## config.mk

```make
export PLATFORM = sky130hd
export DESIGN_NAME = card_irq_unit
export DESIGN_NICKNAME = d
export VERILOG_FILES = /design/src/rtl/card_irq_pkg.sv /design/src/rtl/card_irq_raw.sv /design/src/rtl/card_irq_cfg.sv /design/src/rtl/card_irq_out.sv /design/src/rtl/card_irq_unit.sv
export SDC_FILE = /design/constraint.sdc
export NUM_CORES = 1
export LEC_CHECK = 0
export ABC_AREA = 1
export BUFFER_PORTS_ARGS = -buffer_cell sky130_fd_sc_hd__buf_2
export CAP_MARGIN = 30
export CORE_MARGIN = 1.5
export CORE_UTILIZATION = 62
export CTS_CLUSTER_SIZE = 12
export DETAILED_ROUTE_END_ITERATION = 16
export MAX_ROUTING_LAYER = met4
export PLACE_DENSITY = 0.86
export SYNTH_ARGS = -nofsm -noshare
export SYNTH_HDL_FRONTEND = slang
export SYNTH_HIERARCHICAL = 1
export SYNTH_SLANG_ARGS = --single-unit
```

## constraint.sdc

```tcl
create_clock -name clk_i -period 2.34 [get_ports clk_i]
set_clock_uncertainty 0.05 [all_clocks]
set_input_delay 0.351 -clock clk_i [delete_from_list [all_inputs] [get_ports clk_i]]
set_output_delay 0.351 -clock clk_i [all_outputs]
set_load 0.01 [all_outputs]
```

## src/rtl/card_irq_pkg.sv

```systemverilog
package card_irq_pkg;
  localparam int unsigned DW    = 32;
  localparam int unsigned N_EVT = 7;

  localparam int unsigned BIT_INS = 30;
  localparam int unsigned BIT_REM = 31;
  localparam int unsigned BIT_PRESENT = 8;

  localparam int unsigned EVT_INS = 5;
  localparam int unsigned EVT_REM = 6;

  localparam logic [DW-1:0] CTRL_RST   = 32'h0000_0300;
  localparam logic [DW-1:0] CTRL_WMASK = 32'hFFFF_FFF8;
  localparam int unsigned   CTRL_IE    = 4;

  localparam logic [7:0] OFS_CTRL = 8'h00;
  localparam logic [7:0] OFS_MASK = 8'h04;
  localparam logic [7:0] OFS_MSTS = 8'h08;
  localparam logic [7:0] OFS_RAW  = 8'h0C;
  localparam logic [7:0] OFS_STAT = 8'h10;

  function automatic int unsigned evt_pos(int unsigned idx);
    case (idx)
      0:       return 1;
      1:       return 2;
      2:       return 3;
      3:       return 14;
      4:       return 16;
      5:       return BIT_INS;
      default: return BIT_REM;
    endcase
  endfunction
endpackage

```

## src/rtl/card_irq_raw.sv

```systemverilog
module card_irq_raw
  import card_irq_pkg::*;
(
  input  logic          clk_i,
  input  logic          rst_ni,
  input  logic [DW-1:0] set_i,
  input  logic [DW-1:0] sw_clr_i,
  input  logic          card_in_i,
  input  logic          card_out_i,
  input  logic          present_clr_i,
  output logic [DW-1:0] raw_o,
  output logic          present_o
);
  logic [DW-1:0] raw_q;
  logic [DW-1:0] hw_clr;
  logic          present_q;

  always_comb begin
    hw_clr = '0;
    hw_clr[BIT_REM] = card_in_i;
    hw_clr[BIT_INS] = card_out_i;
  end

  // per-bit register: set beats any clear
  for (genvar b = 0; b < DW; b++) begin : g_bit
    always_ff @(posedge clk_i or negedge rst_ni) begin
      if (!rst_ni)                   raw_q[b] <= 1'b0;
      else if (set_i[b])             raw_q[b] <= 1'b1;
      else if (sw_clr_i[b] || hw_clr[b]) raw_q[b] <= 1'b0;
    end
  end

  always_ff @(posedge clk_i or negedge rst_ni) begin
    if (!rst_ni)            present_q <= 1'b1;
    else if (card_in_i)     present_q <= 1'b1;
    else if (card_out_i)    present_q <= 1'b0;
    else if (present_clr_i) present_q <= 1'b0;
  end

  assign raw_o     = raw_q;
  assign present_o = present_q;

  AST_CARD_EXCL: assert property (@(posedge clk_i) disable iff (!rst_ni)
    !(raw_q[BIT_INS] && raw_q[BIT_REM]));
  AST_PRESENT_IN: assert property (@(posedge clk_i) disable iff (!rst_ni)
    card_in_i |=> present_q);
  AST_PRESENT_OUT: assert property (@(posedge clk_i) disable iff (!rst_ni)
    card_out_i |=> !present_q);
  AST_SET_WINS: assert property (@(posedge clk_i) disable iff (!rst_ni)
    (set_i != '0) |=> ((raw_q & $past(set_i)) == $past(set_i)));
endmodule

```

## src/rtl/card_irq_cfg.sv

```systemverilog
module card_irq_cfg
  import card_irq_pkg::*;
(
  input  logic          clk_i,
  input  logic          rst_ni,
  input  logic          ctrl_we_i,
  input  logic          mask_we_i,
  input  logic [DW-1:0] wdata_i,
  output logic [DW-1:0] ctrl_o,
  output logic [DW-1:0] mask_o
);
  logic [DW-1:0] ctrl_q, mask_q;

  always_ff @(posedge clk_i or negedge rst_ni) begin
    if (!rst_ni) begin
      ctrl_q <= CTRL_RST;
      mask_q <= '0;
    end else begin
      if (ctrl_we_i) ctrl_q <= wdata_i & CTRL_WMASK; // reset-trigger bits self-clear
      if (mask_we_i) mask_q <= wdata_i;
    end
  end

  assign ctrl_o = ctrl_q;
  assign mask_o = mask_q;
endmodule

```

## src/rtl/card_irq_out.sv

```systemverilog
module card_irq_out
  import card_irq_pkg::*;
(
  input  logic          clk_i,
  input  logic          rst_ni,
  input  logic          en_i,
  input  logic [DW-1:0] raw_i,
  input  logic [DW-1:0] mask_i,
  output logic          irq_o
);
  logic irq_q;

  always_ff @(posedge clk_i or negedge rst_ni) begin
    if (!rst_ni) irq_q <= 1'b0;
    else         irq_q <= en_i && ((raw_i & mask_i) != '0);
  end

  assign irq_o = irq_q;

  AST_IRQ_GATED: assert property (@(posedge clk_i) disable iff (!rst_ni)
    !en_i |=> !irq_o);
  AST_IRQ_NOSRC: assert property (@(posedge clk_i) disable iff (!rst_ni)
    ((raw_i & mask_i) == '0) |=> !irq_o);
endmodule

```

## src/rtl/card_irq_unit.sv

```systemverilog
module card_irq_unit
  import card_irq_pkg::*;
#(
  parameter int unsigned ADDR_W = 8
) (
  input  logic              clk_i,
  input  logic              rst_ni,
  input  logic              reg_we_i,
  input  logic [ADDR_W-1:0] reg_addr_i,
  input  logic [DW-1:0]     reg_wdata_i,
  output logic [DW-1:0]     reg_rdata_o,
  input  logic [N_EVT-1:0]  evt_i,
  output logic              irq_o
);
  logic [DW-1:0] set_vec, clr_vec, raw, ctrl, mask;
  logic          present;
  logic          hit_ctrl, hit_mask, hit_msts, hit_raw, hit_stat;

  assign hit_ctrl = reg_addr_i == ADDR_W'(OFS_CTRL);
  assign hit_mask = reg_addr_i == ADDR_W'(OFS_MASK);
  assign hit_msts = reg_addr_i == ADDR_W'(OFS_MSTS);
  assign hit_raw  = reg_addr_i == ADDR_W'(OFS_RAW);
  assign hit_stat = reg_addr_i == ADDR_W'(OFS_STAT);

  always_comb begin
    set_vec = '0;
    for (int unsigned i = 0; i < N_EVT; i++) set_vec[evt_pos(i)] = evt_i[i];
  end

  assign clr_vec = (reg_we_i && (hit_raw || hit_msts)) ? reg_wdata_i : '0;

  card_irq_raw i_raw (
    .clk_i,
    .rst_ni,
    .set_i        (set_vec),
    .sw_clr_i     (clr_vec),
    .card_in_i    (evt_i[EVT_INS]),
    .card_out_i   (evt_i[EVT_REM]),
    .present_clr_i(reg_we_i && hit_stat && reg_wdata_i[BIT_PRESENT]),
    .raw_o        (raw),
    .present_o    (present)
  );

  card_irq_cfg i_cfg (
    .clk_i,
    .rst_ni,
    .ctrl_we_i(reg_we_i && hit_ctrl),
    .mask_we_i(reg_we_i && hit_mask),
    .wdata_i  (reg_wdata_i),
    .ctrl_o   (ctrl),
    .mask_o   (mask)
  );

  card_irq_out i_out (
    .clk_i,
    .rst_ni,
    .en_i  (ctrl[CTRL_IE]),
    .raw_i (raw),
    .mask_i(mask),
    .irq_o
  );

  always_comb begin
    reg_rdata_o = '0;
    if (hit_ctrl) reg_rdata_o = ctrl;
    if (hit_mask) reg_rdata_o = mask;
    if (hit_msts) reg_rdata_o = raw & mask;
    if (hit_raw)  reg_rdata_o = raw;
    if (hit_stat) reg_rdata_o[BIT_PRESENT] = present;
  end

  AST_CTRL_SELFCLR: assert property (@(posedge clk_i) disable iff (!rst_ni)
    hit_ctrl |-> (reg_rdata_o[2:0] == 3'b000));
  AST_CARD_ONEHOT: assert property (@(posedge clk_i) disable iff (!rst_ni)
    $onehot0({evt_i[EVT_INS], evt_i[EVT_REM]}));
endmodule

```

==> impl_results.md <==
- Worst EP arrival: 1640 ps
- Fill cells: 645
- Vias in the first global route: 4,586
- Finished Layout Cells: 930
- Setup-failing EPs final: 0
- Peak VDD IR: 0.0003503 V
- Post-Synth Adder-Cell Area: 0
- Synth top area cells: dfrtp_1, nand2_1, inv_1
- Placed Area: 5734 µm²
- Post-synth cell types: 24
- Worst setup EP type: output pin
- FMAX: 490.5 MHz
- Critical R2R Capture: i_out/irq_o
- Final HPWL DP: 8465 µm
- Synth Area in Compound Gates: 0.08906
- Gpl congestion: 0.9085
- Hold Crit Start: evt_i[1]
- Crit start category: primary input
- Routed Antenna Nets: 0
- Design area: 5996 µm²
- Syn Inst Count: 716
- Starting Density: 0.6356
- Number of I/O pins: 83
- Vias: 4,796
- Synth top area share: 0.4453
- Critical Path Sink: reg_rdata_o[9]
- Post-synthesis simple-gate area fraction: 0.3226
- Req. time, crit path: 1940 ps
- Vias per inst: 5.157
- Total grt overflow: 0
- Largest net degree at the start of global routing: 44
- Critical path startpoint: reg_addr_i[4]
- Max-slew violation count: 0
- CTS buffer count: 9
- Worst-path fanout max: 17
- CTS sink count: 95
- Nets: 870
- CTS clk-pin slew, worst paths: 110 ps
- First-pass GRT wire length: 20,970 µm
- Clock Tree Root: clkbuf_8
- RSZ-0062 raised after global routing: no
- Final hold violation count: 0
- R2R Path Start: i_raw/raw_o[23]
- Status: completed
- Mean Syn Cell Area: 7.221 µm²
- DP Cell Count: 913
- Minimum clock period: 2039 ps
- Diode count: 0
- DRC: 0
- First-pass DRT Iterations: 6
- Register area share after synthesis: 0.4606
- Largest family of logic cells by synthesized area: simple AND/OR/NAND/NOR gates
- Syn. warnings: 6
- Site Rows: 33
- R2r setup slk: 1190 ps
- Setup TNS: 0 ps
- Number of H-tree levels: 3
- Pwr Total: 3.374 mW
- Post-synth top area cell: dfrtp_1
- P_leak: 3.728 nW
- Setup WS pre-CTS: 303.8 ps
- Worst-Skew Late Latency: 380 ps
- Post-Syn Area: 5170 µm²
- PortBufs: 82
- Drt wl/cell: 13.75 µm
- Slew margin rel.: 0.5721
- Die H: 94.32 µm
- Layout cells sized above 1: 0.1636
- CTS tree: built
- Worst slew pin tran: 640.8 ps
- Crit Path Category: primary input to output pin
- Core Util, Final: 0.7371
- Postcts setup bufs: 0
- Hold Worst Slack: 110.4 ps
- GR Util All Layers: 0.3156
- Synth Register Bits: 95
- Core ar.: 8134 µm²
- R2R cell count: 6
- First DRT Iteration DRCs: 314
- Setup WS post-layout: 301.5 ps
- Hold crit path type: primary input to flip-flop
- Post-synthesis mux area share: 0
- Final period util: 0.8712
- Area grow syn2layout: 15.97%
- Number of antenna violations at the first check in global routing: 0
- Clock buffer depth: 2
- Routed WL: 12,790 µm
- Die area: 8895 µm²
- PwrDens: 562.7 nW/µm²
- Xor/xnor share of the synthesized area: 0
- Die extent in x: 94.32 µm
- Max Cap Viol: 0
## timing repair
item	in CTS	in global routing
gates resized for setup	0	0
hold endpoints to repair	22	0
hold buffers	1	0
## kinds of logic after synthesis
group / after synthesis
and+or+nand+nor: 415
buffers and inverters: 142
DFF: 95
AOI/OAI and AO/OA: 62
other: 2
## cells in the mapped netlist, drive strengths merged
| cell type | n |
|---|---|
| nand4 | 3 |
| dfstp | 3 |
| nand3 | 39 |
| nor2 | 53 |
| nand2 | 315 |
| clkinv | 1 |
| dfrtp | 92 |
| conb | 2 |
| o21bai | 30 |
| o211ai | 29 |
| a21boi | 1 |
| buf | 31 |
| nor3 | 5 |
| a21oi | 1 |
| o21ai | 1 |
| inv | 110 |
## worst max-delay path, stage by stage
cell and delay (ps):
buf_2 100, nor2_1 110, nand2_1 120, nor2_1 190, nand2_1 110, buf_4 220
o211ai_1 230, buf_2 170
## sequential cells by signal, summed over array words and instances (netlist names)
signal / cells
i_cfg/ctrl_o: 29
i_raw/raw_o: 32
i_out/irq_o: 1
i_raw/present_o: 1
i_cfg/mask_o: 32
## layer usage
layer / share of wire / GRT usage / vias up
li1: - / - / 2339
met1: 0.40 / 0.3916 / 2227
met2: 0.51 / 0.5288 / 212
met3: 0.072 / 0.04450 / 18
met4: 0.015 / 0.1119 / 0
met5: 0 / - / -
## layout by cell type (no fill, tap or decap), types with 2 or more instances in the layout
master       n
nand2_2      2
buf_12       3
clkinv_4     2
nand2_1    312
nor2_1      42
buf_2       81
conb_1      28
dfrtp_1     92
nor2_2      10
buf_4       13
nand3_1     38
nor3_1       4
inv_1      108
inv_2        2
nand4_1      3
dfstp_2      3
o21bai_1    30
o211ai_1    29
clkbuf_8     9
bufinv_16    3
## worst min-delay path by stage
stage | endpoint | slack (ps) | depth (start not counted)
2_1_floorplan | i_cfg/ctrl_o[10] | 5 | 0
3_3_place_gp | i_raw/raw_o[30] | 230 | 1
3_5_place_dp | i_raw/raw_o[30] | 230 | 1
4_1_cts | i_raw/raw_o[2] | 120 | 2
5_1_grt | i_raw/raw_o[2] | 110 | 2
6_report | i_raw/raw_o[2] | 110 | 2
## where the power goes
group	switching (mW)	leakage [nW]	internal, mW
registers	0.0393	1.14	1.70
clock network	0.620	0.126	0.725
logic	0.184	2.46	0.108
total	0.843	3.73	2.53
## final cells by class
class,count,area (µm²),share of cell area
Inverter,111,417.9,0.06970
Clock inverter,7,127.6,0.02129
Tap cell,105,131.4,0.02191
Sequential cell,95,2381,0.3971
Timing Repair Buffer,98,573.1,0.09558
Multi-Input combinational cell,505,2241,0.3737
Clock buffer,9,123.9,0.02066
(Power assumes the default switching activity.)
